--- src/rtl/pct_pkg.sv ---
`timescale 1ns/1ps
package pct_pkg;

    localparam int CNT_W  = 16;
    localparam int NCH    = 3;
    localparam int NFLG   = NCH + 2;
    localparam int FLT_N  = 4;

    localparam logic [2:0] A_CTRL  = 3'd0;
    localparam logic [2:0] A_CMP0  = 3'd1;
    localparam logic [2:0] A_CAPR  = 3'd4;
    localparam logic [2:0] A_IEN   = 3'd5;
    localparam logic [2:0] A_FCLR  = 3'd6;
    localparam logic [2:0] A_CCFG  = 3'd7;

    localparam int F_WRAP = NCH;
    localparam int F_CAP  = NCH + 1;

    typedef enum logic [2:0] {
        MD_NORMAL   = 3'd0,
        MD_CLR_A    = 3'd1,
        MD_CLR_CAP  = 3'd2,
        MD_FAST8    = 3'd3,
        MD_FAST9    = 3'd4,
        MD_FAST10   = 3'd5,
        MD_FAST_A   = 3'd6,
        MD_FAST_CAP = 3'd7
    } mode_e;

    typedef struct packed {
        logic rise;
        logic filt_en;
        logic src_alt;
    } capcfg_t;

    function automatic logic is_pwm(mode_e m);
        return m >= MD_FAST8;
    endfunction

    function automatic logic cap_is_top(mode_e m);
        return (m == MD_CLR_CAP) || (m == MD_FAST_CAP);
    endfunction

    function automatic logic [CNT_W-1:0] pick_top(mode_e m, logic [CNT_W-1:0] a,
                                                  logic [CNT_W-1:0] c);
        logic [CNT_W-1:0] t;
        case (m)
            MD_CLR_A, MD_FAST_A:     t = a;
            MD_CLR_CAP, MD_FAST_CAP: t = c;
            MD_FAST8:                t = CNT_W'(16'h00FF);
            MD_FAST9:                t = CNT_W'(16'h01FF);
            MD_FAST10:               t = CNT_W'(16'h03FF);
            default:                 t = '1;
        endcase
        return t;
    endfunction

endpackage

--- src/rtl/pct_counter.sv ---
`timescale 1ns/1ps
module pct_counter #(
    parameter int W = pct_pkg::CNT_W
) (
    input  logic         clk,
    input  logic         rst,
    input  logic         tick,
    input  logic [W-1:0] top,
    output logic [W-1:0] cnt,
    output logic [W-1:0] cnt_nxt,
    output logic         wrap
);
    logic at_top;

    always_comb begin
        at_top  = (cnt == top);
        wrap    = tick && at_top;
        if (!tick)
            cnt_nxt = cnt;
        else if (at_top)
            cnt_nxt = '0;
        else
            cnt_nxt = cnt + W'(1);
    end

    always_ff @(posedge clk) begin
        if (rst)
            cnt <= '0;
        else
            cnt <= cnt_nxt;
    end
endmodule

--- src/rtl/pct_cmp_chan.sv ---
`timescale 1ns/1ps
module pct_cmp_chan #(
    parameter int W = pct_pkg::CNT_W
) (
    input  logic         clk,
    input  logic         rst,
    input  logic         tick,
    input  logic         wrap,
    input  logic [W-1:0] cnt,
    input  logic [W-1:0] cnt_nxt,
    input  logic         pwm_mode,
    input  logic         silent,
    input  logic         invert,
    input  logic [W-1:0] staged,
    output logic [W-1:0] act,
    output logic         match,
    output logic         pin
);
    logic [W-1:0] act_nxt;
    logic         load;

    always_comb begin
        load    = !pwm_mode || wrap;
        act_nxt = load ? staged : act;
        match   = tick && (cnt == act);
    end

    always_ff @(posedge clk) begin
        if (rst)
            act <= '0;
        else
            act <= act_nxt;
    end

    always_ff @(posedge clk) begin
        if (rst || silent)
            pin <= 1'b0;
        else if (pwm_mode) begin
            if (tick)
                pin <= invert ^ (cnt_nxt < act_nxt);
        end else if (match)
            pin <= ~pin;
    end
endmodule

--- src/rtl/pct_capture.sv ---
`timescale 1ns/1ps
module pct_capture #(
    parameter int FLT = pct_pkg::FLT_N
) (
    input  logic             clk,
    input  logic             rst,
    input  logic             cap_pin,
    input  logic             cap_alt,
    input  pct_pkg::capcfg_t cfg,
    input  logic             block,
    output logic             evt
);
    logic [FLT-1:0] hist;
    logic           lvl, lvl_nxt, src;

    always_comb begin
        src = cfg.src_alt ? cap_alt : cap_pin;
        if (!cfg.filt_en)
            lvl_nxt = hist[0];
        else if (&hist)
            lvl_nxt = 1'b1;
        else if (~|hist)
            lvl_nxt = 1'b0;
        else
            lvl_nxt = lvl;
        evt = (lvl_nxt != lvl) && (lvl_nxt == cfg.rise) && !block;
    end

    always_ff @(posedge clk) begin
        if (rst) begin
            hist <= '0;
            lvl  <= 1'b0;
        end else begin
            hist <= {hist[FLT-2:0], src};
            lvl  <= lvl_nxt;
        end
    end
endmodule

--- src/rtl/pwm_capture_timer.sv ---
`timescale 1ns/1ps
module pwm_capture_timer
    import pct_pkg::*;
(
    input  logic             clk,
    input  logic             rst,
    input  logic             tick,
    input  logic             wr_en,
    input  logic [2:0]       wr_addr,
    input  logic [CNT_W-1:0] wr_data,
    input  logic             cap_pin,
    input  logic             cap_alt,
    output logic [NCH-1:0]   pwm_out,
    output logic             irq,
    output logic [NFLG-1:0]  flags,
    output logic [CNT_W-1:0] count,
    output logic [CNT_W-1:0] cap_val
);
    mode_e                      mode_q;
    logic [NCH-1:0]             inv_q;
    logic [NCH-1:0][CNT_W-1:0]  staged_q;
    logic [NCH-1:0][CNT_W-1:0]  cmp_act;
    logic [NCH-1:0]             match;
    logic [NFLG-1:0]            ien_q, set_v, clr_v;
    capcfg_t                    ccfg_q;
    logic [CNT_W-1:0]           icr_q, top_val, cnt_nxt;
    logic                       wrap, cap_evt, icr_top, a_top;

    always_comb begin
        top_val = pick_top(mode_q, cmp_act[0], icr_q);
        icr_top = cap_is_top(mode_q);
        a_top   = (mode_q == MD_FAST_A);
        set_v   = {cap_evt, wrap, match};
        clr_v   = (wr_en && wr_addr == A_FCLR) ? wr_data[NFLG-1:0] : '0;
        irq     = |(flags & ien_q);
        cap_val = icr_q;
    end

    always_ff @(posedge clk) begin
        if (rst) begin
            mode_q   <= MD_NORMAL;
            inv_q    <= '0;
            ien_q    <= '0;
            ccfg_q   <= '0;
            staged_q <= '0;
        end else if (wr_en) begin
            case (wr_addr)
                A_CTRL: begin
                    mode_q <= mode_e'(wr_data[2:0]);
                    inv_q  <= wr_data[3 +: NCH];
                end
                A_IEN:  ien_q  <= wr_data[NFLG-1:0];
                A_CCFG: ccfg_q <= capcfg_t'(wr_data[2:0]);
                default: begin
                    for (int i = 0; i < NCH; i++)
                        if (wr_addr == A_CMP0 + 3'(i))
                            staged_q[i] <= wr_data;
                end
            endcase
        end
    end

    always_ff @(posedge clk) begin
        if (rst)
            icr_q <= '0;
        else if (wr_en && wr_addr == A_CAPR)
            icr_q <= wr_data;
        else if (cap_evt)
            icr_q <= count;
    end

    always_ff @(posedge clk) begin
        if (rst)
            flags <= '0;
        else
            flags <= (flags & ~clr_v) | set_v;
    end

    pct_counter #(.W(CNT_W)) u_cnt (
        .clk(clk), .rst(rst), .tick(tick), .top(top_val),
        .cnt(count), .cnt_nxt(cnt_nxt), .wrap(wrap)
    );

    for (genvar g = 0; g < NCH; g++) begin : g_ch
        pct_cmp_chan #(.W(CNT_W)) u_ch (
            .clk(clk), .rst(rst), .tick(tick), .wrap(wrap),
            .cnt(count), .cnt_nxt(cnt_nxt),
            .pwm_mode(is_pwm(mode_q)),
            .silent((g == 0) && a_top),
            .invert(inv_q[g]),
            .staged(staged_q[g]),
            .act(cmp_act[g]),
            .match(match[g]),
            .pin(pwm_out[g])
        );
    end

    pct_capture #(.FLT(FLT_N)) u_cap (
        .clk(clk), .rst(rst), .cap_pin(cap_pin), .cap_alt(cap_alt),
        .cfg(ccfg_q), .block(icr_top), .evt(cap_evt)
    );
endmodule

--- config.mk ---
export PLATFORM = sky130hd
export DESIGN_NAME = pwm_capture_timer
export DESIGN_NICKNAME = d
export VERILOG_FILES = /design/src/rtl/pct_pkg.sv /design/src/rtl/pct_counter.sv /design/src/rtl/pct_cmp_chan.sv /design/src/rtl/pct_capture.sv /design/src/rtl/pwm_capture_timer.sv
export SDC_FILE = /design/constraint.sdc
export NUM_CORES = 1
export LEC_CHECK = 0
export BUFFER_PORTS_ARGS = -buffer_cell sky130_fd_sc_hd__buf_2
export CAP_MARGIN = 15
export CORE_MARGIN = 1.5
export CORE_UTILIZATION = 31
export CTS_CLUSTER_DIAMETER = 40
export DETAILED_ROUTE_END_ITERATION = 10
export SYNTH_ARGS = -nofsm -noshare
export SYNTH_HDL_FRONTEND = slang
export SYNTH_SLANG_ARGS = --single-unit
--- constraint.sdc ---
create_clock -name clk -period 14.2 [get_ports clk]
set_clock_uncertainty 0.15 [all_clocks]
set_input_delay 1.42 -clock clk [delete_from_list [all_inputs] [get_ports clk]]
set_output_delay 1.42 -clock clk [all_outputs]
set_load 0.02 [all_outputs]
# [After elaboration in Yosys (flattened, before gate mapping)]
# Index checks and enable logic that the tools add are counted.
[classes] mux=22 bitwise=11 addsub=1 n_reduce_logical=33 n_eq_ne=21 magnitude_cmp=4
[op_table] operator="16-bit two-way mux" count=7
[op_table] operator="16-bit one-hot mux with 5 select lines" count=1
[op_table] operator="16-bit == test" count=4
[op_table] operator="16-bit < comparator" count=3
[op_table] operator="3-bit == test, second input constant" count=8
[op_table] operator="16-bit by 1-bit adder with 16-bit output, second input constant" count=1
[op_table] operator="1-bit two-way mux" count=13
[op_table] operator="3-bit by 2-bit == test with 1-bit output, second input constant" count=4
[op_table] operator="2-bit AND reduction" count=6
[op_table] operator="5-bit AND" count=2
[op_table] operator="3-bit AND reduction" count=3
[op_table] operator="1-bit logical AND" count=8
[op_table] operator="2-bit nonzero test" count=4
[op_table] operator="3-bit by 1-bit == test with 1-bit output, second input constant" count=2
[op_table] operator="5-bit two-way mux" count=1
[op_table] operator="5-bit inverter" count=1
[op_table] operator="5-bit bitwise OR" count=1
[op_table] operator="5-bit OR reduction" count=1
[op_table] operator="1-bit inverter" count=4
[op_table] operator="4-bit AND reduction" count=1
[op_table] operator="2-bit OR reduction" count=2
[op_table] operator="4-bit OR reduction" count=1
[op_table] operator="3-bit by 2-bit >= comparator with 1-bit output, second input constant" count=1
[op_table] operator="3-bit logical NOT" count=1
[op_table] operator="7 further kinds" count=12
[word_totals] register_bits=155 output_inout_bits=41 in_bits=25

# [Logic depth before layout (Yosys ltp)]
# Gate-level depths: netlist (run 1).
[depth] ltp_word=11 ltp_mapped=21 depth_no_buf=17

# [Modules after synthesis]
# Synthesis (run 1) repeated with hierarchy kept, for this count alone.
[hier_totals] cells_unflattened=1003 hier_area_um2=8828.5
[by_module_without_submodules] mod="pwm_capture_timer" n_inst=1 seq_area_each_um2=1661.6 cells_per_inst=449 area_each_um2=3749.8
[by_module_without_submodules] mod="pct_cmp_chan" n_inst=3 seq_area_each_um2=340.3 cells_per_inst=132 area_each_um2=1237.4
[by_module_without_submodules] mod="pct_counter" n_inst=1 seq_area_each_um2=320.3 cells_per_inst=139 area_each_um2=1163.6
[by_module_without_submodules] mod="pct_capture" n_inst=1 seq_area_each_um2=100.1 cells_per_inst=19 area_each_um2=202.7

# [Worst setup path after synthesis (run 1)]
# No wires, ideal clock.
[synth_timing] path_kind="reg-to-reg" from="register mode_q[0]" to="register g_ch[1].u_ch.pin" setup_time_ns=0.136 required_ns=13.914 n_path_buf=3 path_stages_with_launch=20 t_arrival_ns=4.377 path_slack_ns=9.537 cell_sequence="dfxtp_1 or3b_1 buf_2 o22ai_1 nor3_1 or4b_1 nor4_2 and3_1 buf_2 clkbuf_1 nor2_1 ha_1 o21ai_0 nand2b_1 a21oi_1 a21oi_1 a2111o_1 or3_1 a31oi_1 o32ai_1"
[synth_between] word_cells_on_any_way=25 classes_between="order compare: 2; eq/ne: 9; mux: 6; bitwise: 1; reduce/logical: 7"
[synth_rtl] item="from (decl)" line_no="pwm_capture_timer.sv:19" text="mode_e mode_q;"
[synth_rtl] item="from (signal assigned)" line_no="pwm_capture_timer.sv:49" text="mode_q <= mode_e'(wr_data[2:0]);"
[synth_rtl] item="3-bit by 2-bit == test with 1-bit output (tied with other cells)" line_no="pct_pkg.sv:47" text="case (m)"
[synth_rtl] item="2-bit OR reduction" line_no="pct_pkg.sv:47"
[synth_rtl] item="16-bit one-hot mux with 5 select lines *" line_no="pct_pkg.sv:47"
[synth_rtl] item="16-bit == test *" line_no="pct_counter.sv:16" text="at_top = (cnt == top);"
[synth_rtl] item="16-bit two-way mux *" line_no="pct_counter.sv:20" text="else if (at_top)"
[synth_rtl] item="16-bit two-way mux *" line_no="pct_counter.sv:18" text="if (!tick)"
[synth_rtl] item="net cnt_nxt[12]" line_no="pwm_capture_timer.sv:26" text="logic [CNT_W-1:0] icr_q, top_val, cnt_nxt;"
[synth_rtl] item="16-bit < comparator *" line_no="pct_cmp_chan.sv:40" text="pin <= invert ^ (cnt_nxt < act_nxt);"
[synth_rtl] item="1-bit bitwise XOR *" line_no="pct_cmp_chan.sv:40"
[synth_rtl] item="1-bit two-way mux *" line_no="pct_cmp_chan.sv:39" text="if (tick)"
[synth_rtl] item="1-bit two-way mux *" line_no="pct_cmp_chan.sv:38" text="else if (pwm_mode) begin"
[synth_rtl] item="to (signal assigned)" line_no="pct_cmp_chan.sv:40"
[synth_rtl] item="to (signal assigned)" line_no="pct_cmp_chan.sv:42" text="pin <= ~pin;"
[synth_rtl] item="to (decl)" line_no="pct_cmp_chan.sv:17" text="output logic pin"
# The timed path passes the listed nets; every way through them passes the cells marked *. The select of a mux whose other input is x is not followed.
# A chain may end at the register's enable or synchronous reset.

# [Worst setup path in the final report (run 1)]
[layout_timing] from="register mode_q[0]" to="register g_ch[1].u_ch.pin"
[layout_between] elab_chain_len=11 word_cells_on_any_way=25 classes_between="order compare: 2; eq/ne: 9; mux: 6; bitwise: 1; reduce/logical: 7"
[layout_rtl] item="3-bit by 2-bit == test with 1-bit output (tied with other cells)" line_no="pct_pkg.sv:47"
[layout_rtl] item="2-bit OR reduction" line_no="pct_pkg.sv:47"
[layout_rtl] item="16-bit one-hot mux with 5 select lines" line_no="pct_pkg.sv:47"
[layout_rtl] item="16-bit == test" line_no="pct_counter.sv:16"
[layout_rtl] item="1-bit logical AND" line_no="pct_counter.sv:17" text="wrap = tick && at_top;"
[layout_rtl] item="1-bit logical OR" line_no="pct_cmp_chan.sv:23" text="load = !pwm_mode || wrap;"
[layout_rtl] item="16-bit two-way mux" line_no="pct_cmp_chan.sv:24" text="act_nxt = load ? staged : act;"
[layout_rtl] item="16-bit < comparator" line_no="pct_cmp_chan.sv:40"
[layout_rtl] item="1-bit bitwise XOR" line_no="pct_cmp_chan.sv:40"
[layout_rtl] item="1-bit two-way mux" line_no="pct_cmp_chan.sv:39"
[layout_rtl] item="1-bit two-way mux" line_no="pct_cmp_chan.sv:38"
# Several ways; a longest one is shown, not always the timed one. The select of a mux whose other input is x is not followed.

==> results of run 1 <==
==> worst max-delay path by stage <==
stage | endpoint | cells past startpoint
final | g_ch[1].u_ch.pin | 17
after global routing | g_ch[1].u_ch.pin | 17
after CTS | g_ch[1].u_ch.pin | 17
after detailed placement | g_ch[1].u_ch.pin | 17
after global placement | g_ch[1].u_ch.pin | 17
after floorplan | g_ch[1].u_ch.pin | 19
==> metal layers <==
layer	part of all wire (%)	global-route usage, %	up-vias
met2	48	30.4	131
met1	46	22.8	3361
met3	3.6	2.91	30
met4	1.8	5.33	0
met5	0	0	-
li1	-	-	3431
==> critical path, delay by kind of cell, from the launching register on <==
kind / cells / cell delay [ns]
muxes: 1 / 0.34
AOI/OAI and AO/OA: 8 / 1.53
adders and majority gates: 1 / 0.29
and+or+nand+nor: 6 / 2.11
buffers and inverters: 1 / 0.38
DFF: 1 / 0.69
==> through the flow <==
step | total power (W) | utilization (%)
finish | 0.000990 | 35.7
global placement | 0.000561 | 33.5
floorplan | 0.000529 | -
CTS | 0.000997 | 35.7
detailed placement | 0.000562 | 33.5
global route | 0.00103 | 35.7
==> area by class of cell <==
type                            count  area share [%]
Tap cell                          335            4.51
Clock buffer                       21            5.06
Inverter                            4           0.161
Clock inverter                     10           0.982
Timing Repair Buffer               70            3.93
Sequential cell                   155            33.4
Multi-Input combinational cell    736            52.0
==> flip-flops by register name (all words and copies together) (netlist names) <==
signal and flops:
g_ch.u_ch.act 48, inv_q 3, ien_q 5, mode_q 3
cap_val 16, u_cap.lvl 1, staged_q 48, u_cnt.cnt 16
flags 5, u_cap.hist 4, ccfg_q 3, g_ch.u_ch.pin 3
==> Yosys cell counts, drive strengths merged, types with 9 or more instances <==
master	number	area share, %
a211oi	17	1.6
a21o	11	1.0
a21oi	73	4.4
buf	15	1.1
clkbuf	55	2.5
dfxtp	155	38
ha	46	7.0
mux2i	82	10
nand2	119	5.4
nand2b	19	1.4
nand3	19	1.2
nand4	23	1.7
nor2	111	5.1
nor2b	10	0.76
nor3	37	2.3
o21ai	15	0.91
o22ai	9	0.76
xnor2	48	5.1
xor2	23	2.5
==> cell families after synthesis <==
family	share of synthesized area [%]
adders and majority gates	7.00
and+or+nand+nor	21.1
muxes	10.1
buffers and inverters	3.80
xor gates and xnor gates	7.65
AOI/OAI and AO/OA	12.6
DFF	37.7
==> power breakdown <==
part	internal, W	leakage, nW	switching [W]	total, W
clock	0.000254	0.275	0.000184	0.000438
combinational	0.0000355	2.14	0.0000591	0.0000946
sequential	0.000446	1.25	0.0000120	0.000458
==> metrics.cfg, run 1 <==
[global_routing]
grt_usage_pct=17.8
grt_pass1_vias=6696
overflow=0
antenna_found_initial=0
grt_pass1_wl_mm=38.1
grt_max_degree=94

[place]
placed_cells=1300
placed_area_um2=8740
dp_hpwl_mm=17.8
dp_slack_ns=8.62
port_buffers=65
place_congestion=0.858

[min_path]
hold_path_end=staged_q[44]
whs_path_depth=2
worstHoldPathType=register to register
hold_path.startpoint=staged_q[44]

[clock_network]
cts.reportedPaths.clkPinSlew_ns=0.07
post_cts_resize_count=0
clk_path_buf_depth=2
cts_buffers=17
worstSkewPairLatency_ns=0.43
cts_tree=yes
postCtsSetupBuffers=0
h-tree-depth=4
clock_tree.root_cell=clkbuf_16
holdBufCountCts=0
cts_sinks=155

[floorplanning]
fp.coreArea_um2=26100
rows=59
pin_count=66
fp.dieArea_um2=27500
fp.dieW_um=166
die_height_um=166
start_util_pct=31.6

[synth]
synth_area_um2=8230
netlist_instances=965
synthArstFlopShare_pct=0
ys_seq_area_share_pct=37.7
ys_ff_latch=155
syn_avg_cell_area_um2=8.53
synthFlopType=dfxtp_1
synth_fp_nets=1036
yosysWarnings=0
synth_edf_count=0
synth_cell_type_count=64

[sta]
report.final.slew_viol_count=0
tightest_slew_ns=1.16
fin_crit_sh_pct=40.4
holdWs_ns=0.306
period_needed_ns=5.73
fmax_mhz=175
hold_viol_final=0
relSlewSlack_pct=22.6
setup_viol=0
grt_setup_unrepaired=false
totalNegativeSetupSlack_ns=0
fin_ws_ns=8.47

[layout]
drive_gt1_share_pct=11.4
antenna_cells=0
design_area_um2=9300
regArea_um2=3100
num-nets-final=1055
layout_common_cells=dfxtp_1 (155), nand2_1 (119), nor2_1 (111), mux2i_1 (79), a21oi_1 (73)
layout.cells.non_filler=1331
area_growth_pct=13.1
fillers=2671
multi_input_area_um2=4840
layout_commonest_cell=dfxtp_1

[power_and_ir_drop]
p_leak_nw=3.67
power-per-cell-area_nw_per_um2=106
vdd_drop_max_mv=0.0828

[route]
routedWlPerCell_um=18.2
dr.pass1.iters=6
via_per_inst=5.22
drt_first_iter_violations=514
ant_nets=0
vias=6953
drt_wl_total_mm=24.2
drc=0

[setup_path]
required_ns=14.31
cpMaxStageDelayCell=dfxtp_1
crit_path_start=mode_q[0]
rr_endpoint=g_ch[1].u_ch.pin
endpoint_kind=register
r2r_start=mode_q[0]
rrSetupSlack_ns=8.47
path_common_cell=a21oi_1
start_kind=register
crit_path_max_incr_delay_ns=0.69
arrival_ns=5.84
path_cells=or3b_1 > o22ai_1 > nor3_1 > or4b_1 > nor4_2 > a31oi_4 > buf_4 > mux2i_1 > ha_1 > o21ai_0 > nand2b_1 > a21oi_1 > a21oi_1 > a2111o_1 > or3_1 > a31oi_1 > o32ai_1
path_class=register to register
reg2regPathDepth=17
cp_max_fo=51

[status]
outcome=complete, no violations

[run]
maxCapViolations=0

Note: power is estimated with default switching activity, not from simulation.
==> run 2: changes to the inputs <==
Settings changed: ABC_AREA set to 1.
Clock period 14.2 ns to 5.8 ns, I/O delays scaled along.
==> run 2 against run 1 <==
Die area hardly changed. Combinational power increased to 3.2 times the previous value. Non-clock buffer count increased by 5. Routed wire length up 3.9%. Fmax is 25% higher. Critical path type unchanged. Largest cell class unchanged.
==> metrics.cfg, run 2 <==
[place]
place_congestion=0.907  ; was 0.858
placed_cells=1470  ; was 1300
dp_hpwl_mm=19.0  ; was 17.8 mm
port_buffers=65  ; unchanged

[layout]
num-nets-final=1228  ; was 1055
antenna_cells=0  ; unchanged
layout.cells.non_filler=1503  ; was 1331
fillers=2748  ; was 2671
top_regs=g_ch.u_ch.act (48), staged_q (48)  ; unchanged
layout_common_cells=nand2_1 (190), dfxtp_1 (155), nor2_1 (118), inv_1 (108), a21oi_1 (108)  ; was dfxtp_1 (155), nand2_1 (119), nor2_1 (111), mux2i_1 (79), a21oi_1 (73)
drive_gt1_share_pct=11.0  ; was 11.4%
regArea_um2=3100  ; unchanged
multi_input_area_um2=4410  ; was 4840 um2
fin_util_pct=36.1  ; was 35.7%
area_growth_pct=14.3  ; was 13.1%
layout_commonest_cell=nand2_1  ; was dfxtp_1

[setup_path]
reg2regPathDepth=24  ; was 17
r2r_start=mode_q[1]  ; was mode_q[0]
start_kind=register  ; unchanged
required_ns=6.01  ; was 14.31 ns
rr_endpoint=g_ch[1].u_ch.pin  ; unchanged
rrSetupSlack_ns=1.23  ; was 8.47 ns
arrival_ns=4.78  ; was 5.84 ns
path_class=register to register  ; unchanged
cp_max_fo=47  ; was 51
endpoint_kind=register  ; unchanged

[synth]
ys_ff_latch=155  ; unchanged
ys_seq_area_share_pct=37.7  ; about the same
yosysWarnings=0  ; unchanged
netlist_instances=1126  ; was 965
synth_area_um2=8220  ; was 8230 um2
synth_cell_type_count=42  ; was 64
synth_common_cells=nand2_1 (191), dfxtp_1 (155), nor2_1 (121)  ; was dfxtp_1 (155), nand2_1 (119), nor2_1 (111)
synth_top_cell_area_share_pct=37.7  ; about the same
synthFlopType=dfxtp_1  ; unchanged
synth_top_cell_by_area=dfxtp_1  ; unchanged
synthMostInstantiatedCell=nand2_1  ; was dfxtp_1
syn_avg_cell_area_um2=7.30  ; was 8.53 um2
synth_edf_count=0  ; unchanged
synthArstFlopShare_pct=0  ; unchanged
synth_fp_nets=1197  ; was 1036
synth_area_leaders=dfxtp_1 (38%), nand2_1 (8.7%), ha_1 (7.0%)  ; was dfxtp_1 (38%), mux2i_1 (9.6%), ha_1 (7.0%)

[sta]
hold_viol_final=0  ; unchanged
report.final.slew_viol_count=0  ; unchanged
relSlewSlack_pct=41.3  ; was 22.6%
period_needed_ns=4.57  ; was 5.73 ns
fin_crit_sh_pct=78.8  ; was 40.4%
fmax_mhz=219  ; was 175 MHz
grt_setup_unrepaired=false  ; unchanged
totalNegativeSetupSlack_ns=0  ; unchanged
tightest_slew_ns=0.881  ; was 1.16 ns
setup_viol=0  ; unchanged

[status]
outcome=complete, no violations  ; unchanged

[run]
maxCapViolations=0  ; unchanged

[floorplanning]
fp.dieW_um=166  ; about the same
die_height_um=166  ; about the same
start_util_pct=31.5  ; was 31.6%
fp.coreArea_um2=26100  ; unchanged
pin_count=66  ; unchanged
rows=59  ; unchanged
fp.dieArea_um2=27500  ; about the same

[clock_network]
h-tree-depth=4  ; unchanged
postCtsSetupBuffers=0  ; unchanged
clock_tree.root_cell=clkbuf_16  ; unchanged
cts_buffers=17  ; unchanged
cts_tree=yes  ; unchanged
cts.reportedPaths.clkPinSlew_ns=0.06  ; was 0.07 ns
cts_sinks=155  ; unchanged
post_cts_resize_count=0  ; unchanged
worstSkewPairLatency_ns=0.43  ; about the same
clk_path_buf_depth=2  ; unchanged
holdBufCountCts=0  ; unchanged

[global_routing]
grt_pass1_wl_mm=40.1  ; was 38.1 mm
antenna_found_initial=0  ; unchanged
grt_pass1_vias=7283  ; was 6696
grt_max_degree=75  ; was 94
overflow=0  ; unchanged
grt_usage_pct=18.3  ; was 17.8%

[route]
drt_first_iter_violations=608  ; was 514
via_per_inst=5.09  ; was 5.22
routedWlPerCell_um=16.7  ; was 18.2 um
ant_nets=0  ; unchanged
drc=0  ; unchanged
dr.pass1.iters=5  ; was 6
vias=7651  ; was 6953
drt_wl_total_mm=25.1  ; was 24.2 mm

[min_path]
worstHoldPathType=input pin to register  ; was register to register
whs_path_depth=3  ; was 2
hold_path_end=u_cap.hist[0]  ; was staged_q[44]
hold_path.startpoint=cap_alt  ; was staged_q[44]

[power_and_ir_drop]
power-per-cell-area_nw_per_um2=275  ; was 106 nW/um2
p_leak_nw=4.31  ; was 3.67 nW
total_power_w=0.00258  ; was 0.000990 W
vdd_drop_max_mv=0.173  ; was 0.0828 mV

==> run 2: logic make-up (layout without fill, tap and decap cells) <==
kind of cell	after synthesis	in the layout	synth area share, %
buf+inv	177	219	8.71
flops	155	155	37.7
simple gates	432	432	22.5
compound gates	260	260	17.6
mux	26	26	3.17
fa+ha+maj	46	46	7.00
xor+xnor	30	30	3.20
==> run 2: worst max-delay path: stages (launching register included) <==
cell and delay (ns):
dfxtp_1 0.44, nand2_1 0.10, nand2_1 0.33, and2_1 0.34
nand2_1 0.11, nand3_1 0.08, nand2_1 0.08, nand2_1 0.11
nand2_1 0.05, nor2_1 0.12, nand3_2 0.08, buf_4 0.22
nand2_2 0.41, buf_12 0.32, nor2_1 0.07, a21oi_1 0.17
ha_1 0.27, a21oi_1 0.16, nor2_1 0.05, a211oi_1 0.17
o221a_2 0.23, nand2_1 0.06, nand2_1 0.05, nand3_1 0.07
a21oi_2 0.17
==> run 2: how the worst max path moves through the flow <==
stage / start / to
CTS: mode_q[1] / g_ch[2].u_ch.pin
floorplan: mode_q[0] / g_ch[1].u_ch.pin
finish: mode_q[1] / g_ch[1].u_ch.pin
global route: mode_q[1] / g_ch[2].u_ch.pin
detailed placement: mode_q[1] / g_ch[1].u_ch.pin
global placement: mode_q[1] / g_ch[1].u_ch.pin
==> run 2: layout make-up <==
type	instances	share of cell area, %
sequential	155	33.0
clock inverter	8	1.14
timing repair buffer	75	4.63
clock buffer	22	5.26
inverter	114	4.55
tap	335	4.46
multi-input combinational	794	46.9
==> run 2: power breakdown <==
part | switching [W] | leakage [nW] | internal (W)
combinational | 0.000208 | 2.75 | 0.0000986
sequential | 0.0000364 | 1.26 | 0.00111
clock | 0.000443 | 0.295 | 0.000690
total | 0.000688 | 4.31 | 0.00190
==> run 2: stage by stage <==
stage,area [um2],setup WS (ns),hold slack [ns]
CTS,9350,1.24,0.218
floorplan,8220,2.47,0.264
finish,9400,1.23,0.236
detailed placement,8750,1.25,0.287
global route,9400,0.779,0.234
global placement,8750,1.39,0.280
==> run 2: layer usage <==
metal / routed length [um] / global-route usage, % / vias up / share of wire [%]
met5: 0 / 0 / - / 0
met4: 680 / 6.85 / 0 / 2.7
met3: 1140 / 2.72 / 39 / 4.5
met2: 11600 / 29.4 / 203 / 46
met1: 11700 / 24.9 / 3559 / 47
li1: - / - / 3850 / -
==> run 3: changes to the inputs <==
Clock period 5.8 ns to 3.95 ns, I/O delays scaled along.
==> run 3 against run 2 <==
Global-route usage increased by 0.27 points. Power increased by 48%. Register-to-register slack got worse by 0.98 ns. Sequential share of layout area decreased by 0.74 points. Cell count increased by 1.7%. Critical path depth decreased by 3. Clock power increased by 48%. Core utilization increased by 0.85 points. Routed wire length increased by 4.7%. Critical path type unchanged. Highest routed layer unchanged.
==> metrics.cfg, run 3 (same netlist as run 2, synthesis figures left out) <==
[setup_path]
path_class=register to register  ; unchanged
cpMaxStageDelayCell=dfxtp_1  ; unchanged
critical_path_buf_inv_count=3  ; was 2
required_ns=4.18  ; was 6.01 ns
path_cells=nand2_1 > nand2_1 > buf_4 > nand3_1 > nand4_1 > nand2_1 > nor2_1 > nand2_1 > nor2_1 > nand3_2 > nand2_4 > buf_4 > clkbuf_16 > a21oi_1 > ha_1 > nand4_1 > nor3_1 > nand2_1 > nand3_1 > nand3_1 > a21oi_2  ; was nand2_1 > nand2_1 > and2_1 > nand2_1 > nand3_1 > nand2_1 > nand2_1 > nand2_1 > nor2_1 > nand3_2 > buf_4 > nand2_2 > buf_12 > nor2_1 > a21oi_1 > ha_1 > a21oi_1 > nor2_1 > a211oi_1 > o221a_2 > nand2_1 > nand2_1 > nand3_1 > a21oi_2
arrival_ns=3.93  ; was 4.78 ns
endpoint_kind=register  ; unchanged
path_common_cell=nand2_1  ; unchanged
path_delay_family=simple AND/OR/NAND/NOR gates  ; unchanged
cp_max_fo=15  ; was 47
crit_path_max_incr_delay_ns=0.39  ; was 0.44 ns
start_kind=register  ; unchanged

[clock_network]
h-tree-depth=4  ; unchanged
cts_buffers=17  ; unchanged
clk_path_buf_depth=2  ; unchanged
worstSkewPairLatency_ns=0.44  ; was 0.43 ns
clock_tree.root_cell=clkbuf_16  ; unchanged
cts.reportedPaths.clkPinSlew_ns=0.07  ; was 0.06 ns
cts_tree=yes  ; unchanged
cts_sinks=155  ; unchanged
holdBufCountCts=0  ; unchanged

[sta]
holdWs_ns=0.0493  ; was 0.236 ns
totalNegativeSetupSlack_ns=0  ; unchanged
report.final.slew_viol_count=0  ; unchanged
fin_crit_sh_pct=93.6  ; was 78.8%
grt_setup_unrepaired=true  ; was false
setup_viol=0  ; unchanged
relSlewSlack_pct=40.2  ; was 41.3%
fmax_mhz=270  ; was 219 MHz
hold_viol_final=0  ; unchanged
tightest_slew_ns=0.897  ; was 0.881 ns
period_needed_ns=3.70  ; was 4.57 ns

[power_and_ir_drop]
power-per-cell-area_nw_per_um2=396  ; was 275 nW/um2
vdd_drop_max_mv=0.249  ; was 0.173 mV
total_power_w=0.00381  ; was 0.00258 W
p_leak_nw=4.44  ; was 4.31 nW

[layout]
area_growth_pct=17.0  ; was 14.3%
num-nets-final=1251  ; was 1228
drive_gt1_share_pct=13.2  ; was 11.0%
top_regs=g_ch.u_ch.act (48), staged_q (48)  ; unchanged
layout.cells.non_filler=1528  ; was 1503
antenna_cells=0  ; unchanged
fillers=2753  ; was 2748
layout_common_cells=nand2_1 (189), dfxtp_1 (153), nor2_1 (118), inv_1 (108), a21oi_1 (108)  ; was nand2_1 (190), dfxtp_1 (155), nor2_1 (118), inv_1 (108), a21oi_1 (108)
layout_commonest_cell=nand2_1  ; unchanged

[floorplanning]
start_util_pct=31.5  ; unchanged
rows=59  ; unchanged
fp.dieArea_um2=27500  ; unchanged
fp.dieW_um=166  ; unchanged
fp.coreArea_um2=26100  ; unchanged
die_height_um=166  ; unchanged
pin_count=66  ; unchanged

[place]
port_buffers=65  ; unchanged
dp_hpwl_mm=19.4  ; was 19.0 mm
placed_cells=1492  ; was 1470
place_congestion=0.867  ; was 0.907

[route]
drt_first_iter_violations=665  ; was 608
drt_wl_total_mm=26.3  ; was 25.1 mm
vias=7898  ; was 7651
drc=0  ; unchanged
ant_nets=0  ; unchanged
routedWlPerCell_um=17.2  ; was 16.7 um
dr.pass1.iters=5  ; unchanged
via_per_inst=5.17  ; was 5.09

[global_routing]
grt_pass1_wl_mm=40.4  ; was 40.1 mm
grt_usage_pct=18.6  ; was 18.3%
antenna_found_initial=0  ; unchanged
overflow=0  ; unchanged
grt_pass1_vias=7431  ; was 7283
grt_max_degree=74  ; was 75

[run]
maxCapViolations=0  ; unchanged

[min_path]
worstHoldPathType=input pin to register  ; unchanged

[status]
outcome=complete, no violations  ; unchanged

## run 3: worst min-delay path: cells and delay by family
kind / cells / cell delay, ns
buf+inv: 2 / 0.15
compound gates: 1 / 0.06
## run 3: area by class of cell
| cell class | count | area [um2] | area share [%] |
|---|---|---|---|
| well taps | 335 | 419 | 4.36 |
| inverters | 114 | 428 | 4.45 |
| repair buffers | 98 | 641 | 6.66 |
| clock inverters | 13 | 143 | 1.48 |
| clock buffers | 19 | 453 | 4.71 |
| flip-flops and latches | 155 | 3110 | 32.3 |
| multi-input cells | 794 | 4430 | 46.1 |
## run 3: per-layer routing
metal  wire [um]  track usage, %  vias to the layer above
li1            -               -                     3908
met2       12200            30.4                      218
met5           0               0                        -
met4         701            7.13                        0
met3        1250            2.88                       42
met1       12200            24.6                     3730
## run 3: path summary, 6_finish.rpt
kind | from | to | slack, ns | cells past startpoint
max reg2reg | mode_q[0] | g_ch[0].u_ch.pin | 0.25 | 21
max | mode_q[0] | g_ch[0].u_ch.pin | 0.25 | 21
min | cap_alt | u_cap.hist[0] | 0.05 | 3
min reg2reg | u_cap.hist[2] | u_cap.hist[3] | 0.30 | 2
## run 3: report_power, final
| part | internal (W) | switching (W) |
|---|---|---|
| registers | 0.00163 | 0.0000520 |
| logic | 0.000155 | 0.000313 |
| clock network | 0.000966 | 0.000699 |
## run 3: through the flow
step	instance area, um2	setup WS, ns	util, %
after floorplan	8220	0.620	-
after global placement	8930	0.160	34.3
after detailed placement	8930	0.139	34.3
after CTS	9530	0.115	36.6
after global routing	9620	-0.0430	36.9
final	9620	0.251	36.9
## run 3: timing repair
action / CTS / global route
gates resized for setup: 0 / 7
buffers inserted: 0 / 1
setup endpoints to repair: 0 / 3
endpoints found under the hold margin: 0 / 0
